==> config.mk <==
export PLATFORM = sky130hd
export DESIGN_NAME = fuse_rd_seq
export DESIGN_NICKNAME = d
export VERILOG_FILES = /design/src/rtl/fuse_rd_pkg.sv /design/src/rtl/fuse_rd_timer.sv /design/src/rtl/fuse_rd_shadow.sv /design/src/rtl/fuse_rd_decode.sv /design/src/rtl/fuse_rd_seq.sv
export SDC_FILE = /design/constraint.sdc
export NUM_CORES = 1
export LEC_CHECK = 0
export ABC_AREA = 1
export BUFFER_PORTS_ARGS = -buffer_cell sky130_fd_sc_hd__buf_2
export CAP_MARGIN = 20
export CORE_AREA = 2 2 112 114
export CTS_BUF_LIST = sky130_fd_sc_hd__clkbuf_16
export CTS_CLUSTER_DIAMETER = 100
export DETAILED_ROUTE_END_ITERATION = 8
export DIE_AREA = 0 0 114 116
export PLACE_DENSITY = 0.63
export SETUP_SLACK_MARGIN = 0.5
export SLEW_MARGIN = 20
export SYNTH_ARGS = -nofsm -noshare
export SYNTH_HDL_FRONTEND = slang
export SYNTH_SLANG_ARGS = --single-unit
==> constraint.sdc <==
create_clock -name clk -period 3.04 [get_ports clk]
set_input_delay 0.608 -clock clk [delete_from_list [all_inputs] [get_ports clk]]
set_output_delay 0.608 -clock clk [all_outputs]
set_load 0.005 [all_outputs]
==> src/rtl/fuse_rd_pkg.sv <==
package fuse_rd_pkg;
  localparam int CW        = 16;
  localparam int LOAD_B    = 0;
  localparam int PGENB_B   = 1;
  localparam int CSB_B     = 2;
  localparam int STB_B     = 3;
  localparam int ALSB_M0   = 4;
  localparam int ALSB_M1   = 8;
  localparam int VER_IDX   = 4;
  localparam int PROC_IDX  = 6;
  localparam int LEAK_BASE = 23;
  localparam int LEAK_N    = 3;
  localparam int TRIM_IDX  = 31;

  typedef enum logic [2:0] {
    S_IDLE, S_LDON, S_SETUP, S_ADDR, S_STB, S_GAP, S_TAIL, S_CLOSE
  } seq_st_e;

  // sign-magnitude byte to two's complement
  function automatic logic signed [7:0] sm_to_tc(input logic [7:0] v);
    logic signed [7:0] mag;
    mag = $signed({1'b0, v[6:0]});
    return v[7] ? -mag : mag;
  endfunction

  // version byte with its flag bit 3 removed
  function automatic logic [7:0] ver_clean(input logic [7:0] v);
    return v & 8'hF7;
  endfunction
endpackage

==> src/rtl/fuse_rd_timer.sv <==
module fuse_rd_timer #(
  parameter int TW = 4
) (
  input  logic          clk,
  input  logic          rst_n,
  input  logic          load,
  input  logic [TW-1:0] len,
  output logic          expire
);
  logic [TW-1:0] cnt_q;

  always_ff @(posedge clk or negedge rst_n) begin
    if (!rst_n)            cnt_q <= '0;
    else if (load)         cnt_q <= len - TW'(1);
    else if (cnt_q != '0)  cnt_q <= cnt_q - TW'(1);
  end

  assign expire = (cnt_q == '0);
endmodule

==> src/rtl/fuse_rd_shadow.sv <==
module fuse_rd_shadow #(
  parameter int NB = 32,
  localparam int IW = $clog2(NB)
) (
  input  logic            clk,
  input  logic            rst_n,
  input  logic            we,
  input  logic [IW-1:0]   idx,
  input  logic [7:0]      din,
  output logic [NB*8-1:0] bytes_o
);
  for (genvar g = 0; g < NB; g++) begin : g_byte
    logic [7:0] b_q;
    always_ff @(posedge clk or negedge rst_n) begin
      if (!rst_n)                         b_q <= 8'h00;
      else if (we && idx == IW'(g))       b_q <= din;
    end
    assign bytes_o[g*8 +: 8] = b_q;
  end
endmodule

==> src/rtl/fuse_rd_decode.sv <==
module fuse_rd_decode
  import fuse_rd_pkg::*;
#(
  parameter int NB = 32
) (
  input  logic [NB*8-1:0]   bytes_i,
  input  logic [1:0]        leak_sel,
  output logic [7:0]        fuse_ver,
  output logic [3:0]        proc_ver,
  output logic [1:0]        rev,
  output logic [7:0]        leak,
  output logic signed [7:0] temp_trim
);
  logic [7:0] b_ver, b_proc, b_trim;
  logic [7:0] leak_ch [LEAK_N];

  assign b_ver  = bytes_i[VER_IDX*8  +: 8];
  assign b_proc = bytes_i[PROC_IDX*8 +: 8];
  assign b_trim = bytes_i[TRIM_IDX*8 +: 8];

  for (genvar c = 0; c < LEAK_N; c++) begin : g_leak
    assign leak_ch[c] = bytes_i[(LEAK_BASE+c)*8 +: 8];
  end

  assign fuse_ver  = ver_clean(b_ver);
  assign proc_ver  = b_proc[3:0];
  assign rev       = b_proc[5:4];
  assign temp_trim = sm_to_tc(b_trim);

  always_comb begin
    leak = 8'h00;
    if (int'(leak_sel) < LEAK_N) leak = leak_ch[leak_sel];
  end
endmodule

==> src/rtl/fuse_rd_seq.sv <==
module fuse_rd_seq
  import fuse_rd_pkg::*;
#(
  parameter int UNIT_CYC = 4,
  parameter int NB       = 32,
  localparam int ADDR_W  = $clog2(NB),
  localparam int CNT_W   = $clog2(NB + 1),
  localparam int TW      = $clog2(2 * UNIT_CYC + 1)
) (
  input  logic              clk,
  input  logic              rst_n,
  input  logic              start,
  input  logic              mode,
  input  logic [ADDR_W-1:0] start_addr,
  input  logic [CNT_W-1:0]  req_len,
  input  logic [7:0]        fuse_dout,
  input  logic [1:0]        leak_sel,
  output logic [CW-1:0]     fuse_ctrl,
  output logic              busy,
  output logic              done,
  output logic [CNT_W-1:0]  bytes_read,
  output logic [7:0]        fuse_ver,
  output logic [3:0]        proc_ver,
  output logic [1:0]        rev,
  output logic [7:0]        leak,
  output logic signed [7:0] temp_trim
);
  localparam logic [TW-1:0] ONE_U = TW'(UNIT_CYC);
  localparam logic [TW-1:0] TWO_U = TW'(2 * UNIT_CYC);

  seq_st_e           state;
  logic              mode_q, busy_q, done_q;
  logic [ADDR_W-1:0] addr_q;
  logic [CNT_W-1:0]  rem_q, cnt_q;
  logic [CW-1:0]     word_q;
  logic              t_load, t_exp, sh_we;
  logic [TW-1:0]     t_len;
  logic [NB*8-1:0]   sh_bytes;

  // rewrite the mode-dependent address field of the control word
  function automatic logic [CW-1:0] put_addr(input logic [CW-1:0] w,
                                             input logic [ADDR_W-1:0] a,
                                             input logic m);
    logic [CW-1:0] r;
    r = w;
    for (int i = 0; i < ADDR_W; i++) begin
      if (m) r[ALSB_M1 + i] = a[i];
      else   r[ALSB_M0 + i] = a[i];
    end
    return r;
  endfunction

  // timer reload requests per state
  always_comb begin
    t_load = 1'b0;
    t_len  = TWO_U;
    sh_we  = 1'b0;
    unique case (state)
      S_IDLE:  t_load = start && (req_len != '0) && mode;
      S_LDON:  t_load = 1'b1;
      S_SETUP: t_load = t_exp;
      S_ADDR:  t_load = t_exp;
      S_STB:   begin t_load = t_exp; sh_we = t_exp; end
      S_GAP:   t_load = t_exp;
      S_TAIL:  begin t_load = t_exp; t_len = ONE_U; end
      S_CLOSE: t_load = 1'b0;
      default: t_load = 1'b0;
    endcase
  end

  fuse_rd_timer #(.TW(TW)) u_timer (
    .clk(clk), .rst_n(rst_n), .load(t_load), .len(t_len), .expire(t_exp)
  );

  always_ff @(posedge clk or negedge rst_n) begin
    if (!rst_n) begin
      state  <= S_IDLE;
      mode_q <= 1'b0;
      busy_q <= 1'b0;
      done_q <= 1'b0;
      addr_q <= '0;
      rem_q  <= '0;
      cnt_q  <= '0;
      word_q <= '0;
    end else begin
      done_q <= 1'b0;
      unique case (state)
        S_IDLE: if (start) begin
          mode_q <= mode;
          addr_q <= start_addr;
          rem_q  <= req_len;
          cnt_q  <= '0;
          if (req_len == '0) begin
            done_q <= 1'b1;
          end else begin
            busy_q <= 1'b1;
            if (mode) begin
              word_q <= CW'(1) << LOAD_B;
              state  <= S_SETUP;
            end else begin
              word_q <= CW'(1) << CSB_B;
              state  <= S_LDON;
            end
          end
        end
        S_LDON: begin
          word_q <= (CW'(1) << LOAD_B) | (CW'(1) << PGENB_B);
          state  <= S_SETUP;
        end
        S_SETUP: if (t_exp) begin
          word_q <= put_addr(word_q, addr_q, mode_q);
          state  <= S_ADDR;
        end
        S_ADDR: if (t_exp) begin
          word_q[STB_B] <= 1'b1;
          state         <= S_STB;
        end
        S_STB: if (t_exp) begin
          word_q[STB_B] <= 1'b0;
          cnt_q         <= cnt_q + CNT_W'(1);
          addr_q        <= addr_q + ADDR_W'(1);
          rem_q         <= rem_q - CNT_W'(1);
          state         <= S_GAP;
        end
        S_GAP: if (t_exp) begin
          if (rem_q != '0) begin
            word_q <= put_addr(word_q, addr_q, mode_q);
            state  <= S_ADDR;
          end else begin
            state  <= S_TAIL;
          end
        end
        S_TAIL: if (t_exp) begin
          if (mode_q) word_q[LOAD_B] <= 1'b0;
          else        word_q[CSB_B]  <= 1'b1;
          state <= S_CLOSE;
        end
        S_CLOSE: if (t_exp) begin
          done_q <= 1'b1;
          busy_q <= 1'b0;
          state  <= S_IDLE;
        end
        default: state <= S_IDLE;
      endcase
    end
  end

  fuse_rd_shadow #(.NB(NB)) u_shadow (
    .clk(clk), .rst_n(rst_n), .we(sh_we), .idx(addr_q), .din(fuse_dout),
    .bytes_o(sh_bytes)
  );

  fuse_rd_decode #(.NB(NB)) u_decode (
    .bytes_i(sh_bytes), .leak_sel(leak_sel), .fuse_ver(fuse_ver),
    .proc_ver(proc_ver), .rev(rev), .leak(leak), .temp_trim(temp_trim)
  );

  assign fuse_ctrl  = word_q;
  assign busy       = busy_q;
  assign done       = done_q;
  assign bytes_read = cnt_q;

  // strobe may only pulse while the macro is loaded
  assert_strobe_needs_load_R4: assert property (@(posedge clk) disable iff (!rst_n)
    word_q[STB_B] |-> word_q[LOAD_B]);

  // a capture happens only on a strobe-high cycle whose timer has run out
  assert_capture_in_strobe_R4: assert property (@(posedge clk) disable iff (!rst_n)
    sh_we |-> (word_q[STB_B] && t_exp));

  // load-only variant never touches chip-select-bar or program-enable-bar
  assert_mode1_pins_quiet_R3: assert property (@(posedge clk) disable iff (!rst_n)
    (busy_q && mode_q) |-> (!word_q[CSB_B] && !word_q[PGENB_B]));

  // done is a single-cycle pulse and never coincides with busy
  assert_done_single_R6: assert property (@(posedge clk) disable iff (!rst_n)
    done_q |=> !done_q);
  assert_done_not_busy_R6: assert property (@(posedge clk) disable iff (!rst_n)
    done_q |-> !busy_q);

  // a start while busy leaves the latched mode and the run untouched
  assert_busy_start_ignored_R8: assert property (@(posedge clk) disable iff (!rst_n)
    (busy_q && start && state != S_CLOSE) |=> (busy_q && $stable(mode_q)));
endmodule

==> reports/qor.csv <==
metric;value;unit
io_pins;79;
synth_warnings;0;
ant_nets;0;
async_reset_ff_share;100;%
setup_viol;0;
synth_area_leader_cell;dfrtp_1;
layout_min_cycle_time;2180;ps
yosys.area_share.simple;23.8;%
cts_buffers;9;
ys_seq_elements;85;
synth_edf_count;0;
cts.root.buffer_cell;clkbuf_16;
synthAdderAreaFrac;3.72;%
synth_cell_types;42;
track_usage;17.1;%
gr-total-overflow;0;
layout-area-overhead-vs-synth;13.6;%
fin_ws;865;ps
fp.dieW;114;µm
dieArea;0.0132;mm²
core-area;0.0119;mm²
start_util;39.5;%
grt_pass1_wl;17900;µm
drive_gt1_share;23.4;%
cts_setup_buffers;0;
first_iter_violations;265;
drcViolationCount;0;
layout_commonest_cell;nand2_1;
place_inst;748;
final_util;44.9;%
combPwrFrac;39.5;%
cts_resized;0;
clkTransAtPathRegs;60;ps
instances_no_fill;763;
run_status;complete, no violations;
clock-sinks;85;
diodes;0;
synth-seq-area-share;45.2;%
fin_nets;651;
syn_area_per_cell;8.45;µm²
io_buffers;74;
cts_hold_buffers;0;
maxCapViolations;0;
grt_antenna_before_repair;0;
worst-setup-path-type;reg -> out;
clk_latency;330;ps
relSlewSlack;66.4;%
clock-skew-final;5.69;ps
cp_max_fo;4;
final_cell_mix;124 x nand2_1, 85 x dfrtp_1, 73 x buf_2, 52 x inv_1, 49 x nor2_1;
drt-total-wl;10700;µm
final_max_slew_viol_count;0;
powerDensity;844;mW/mm²
synth-compound-area-share;15.3;%
pwr-share-seq;35.9;%
post-route-period-util;71.6;%
synth_xor_area_share;1.49;%
wire_per_inst;14.0;µm
cp.required;2430;ps
synth_top_family_by_area;simple AND/OR/NAND/NOR gates;
cp-end-kind;output port;
yosys-top-cells-area;dfrtp_1 45%, nand2_1 9.9%, inv_1 4.1%;
switching_share;40.7;%
ys.flop_type;dfrtp_1;
firstDrtPassIters;5;
synthMuxAreaShare;0;%
hp-class;in -> async;
grt_pass1_vias;3652;
crit_arrival;1570;ps
grt_max_degree;50;
die_y;116;µm
tns;0;ps
power.share.clock;24.6;%
dp_hpwl;8020;µm
rsz0062_at_grt;false;
routed_via_density;4.99;
vias;3811;
mappedNetlistArea;0.00470;mm²
rows;40;
clockBufferDepth;2;
netlist_instances;557;
worstSetupStartpointType;register;
p_leak;2.82;nW
synth_top_area_share;45.2;%
htree_levels;3;
max_freq;0.460;GHz
p_sw;1.83;mW
tritoncts;done;
power.internal;2.67;mW
hold_viol_final;0;
pre_cts_ws;906;ps
p_total;4.51;mW
place_congestion;0.922;
vdd_ir_drop_max;0.364;mV
worst_pin_slew;504;ps
per-stage QoR:
stage / hold slack [ps] / area [µm²]
final: 237 / 5340
after global routing: 267 / 5340
after CTS: 255 / 5340
after detailed placement: 470 / 5050
after global placement: 469 / 5050
after floorplan: 312 / 4720
path summary, 6_finish.rpt:
kind	from	to	slack, ps	depth (start not counted)
hold reg to reg	u_shadow.g_byte[6].b_q[2]	u_shadow.g_byte[6].b_q[2]	480	2
min in group clk	u_shadow.g_byte[6].b_q[2]	u_shadow.g_byte[6].b_q[2]	480	2
setup reg to reg	state[1]	u_shadow.g_byte[6].b_q[0]	920	9
hold / removal	rst_n	u_shadow.g_byte[31].b_q[7]	240	1
setup / recovery	u_shadow.g_byte[31].b_q[0]	temp_trim[6]	860	6
max in group asynchronous	rst_n	fuse_ctrl[6]	2170	2
final cells by class:
cell class	count	area (µm²)
flip-flops and latches	85	2130
well taps	147	184
inverters	62	243
repair buffers	75	393
clock buffers	9	225
multi-input cells	379	2100
fillers	1199	6570
clock inverters	6	71.3
synth_stat cells, types with 3 or more instances:
cell and n:
o21ai_0 35, clkbuf_1 3, buf_4 20, inv_1 52, xnor2_1 3, a21oi_1 11, o21ai_1 32, buf_2 5
nor3_1 4, nand2_2 4, a31oi_1 3, o211ai_1 4, o21ai_2 15, xor2_1 5, o22ai_1 4, ha_1 14
nand3_1 23, inv_2 6, o31ai_1 10, nor2_2 10, nand2_4 6, nor2_1 49, buf_6 5, nand4_4 4
nand2_1 124, dfrtp_1 85
kinds of logic after synthesis:
family	Yosys count
XOR/XNOR	8
AO/OA/AOI/OAI	120
buffers and inverters	96
adder cells (fa/ha/maj)	14
other	1
flip-flops	85
AND/OR/NAND/NOR	233
state kept, by name, indices dropped and copies added (netlist names):
| name | count |
|---|---|
| busy | 1 |
| done | 1 |
| addr_q | 5 |
| bytes_read | 6 |
| mode_q | 1 |
| state | 3 |
| rem_q | 6 |
| u_shadow.g_byte.b_q | 45 |
| u_timer.cnt_q | 4 |
| fuse_ctrl | 13 |
power by group through the flow:
stage	sequential, mW	combinational (mW)	clock (mW)
3_5_place_dp	1.64	1.79	0
2_1_floorplan	1.58	1.42	0
5_1_grt	1.65	2.05	1.19
6_report	1.62	1.78	1.11
3_3_place_gp	1.63	1.75	0
4_1_cts	1.62	1.80	1.13
metal layers:
metal  track usage (%)  up-vias  share of wire [%]
li1                  -     1909                  -
met2              28.9       98                 48
met5                 0        -                  0
met3              3.71       18                4.4
met1              22.1     1786                 45
met4              5.12        0                2.1
worst max-delay path, stage by stage (launching register included):
cell and delay (ps):
dfrtp_1 400, inv_1 80, ha_1 210, a21oi_1 220
nor2_1 90, xnor2_1 120, buf_2 130
(Power assumes the default switching activity.)
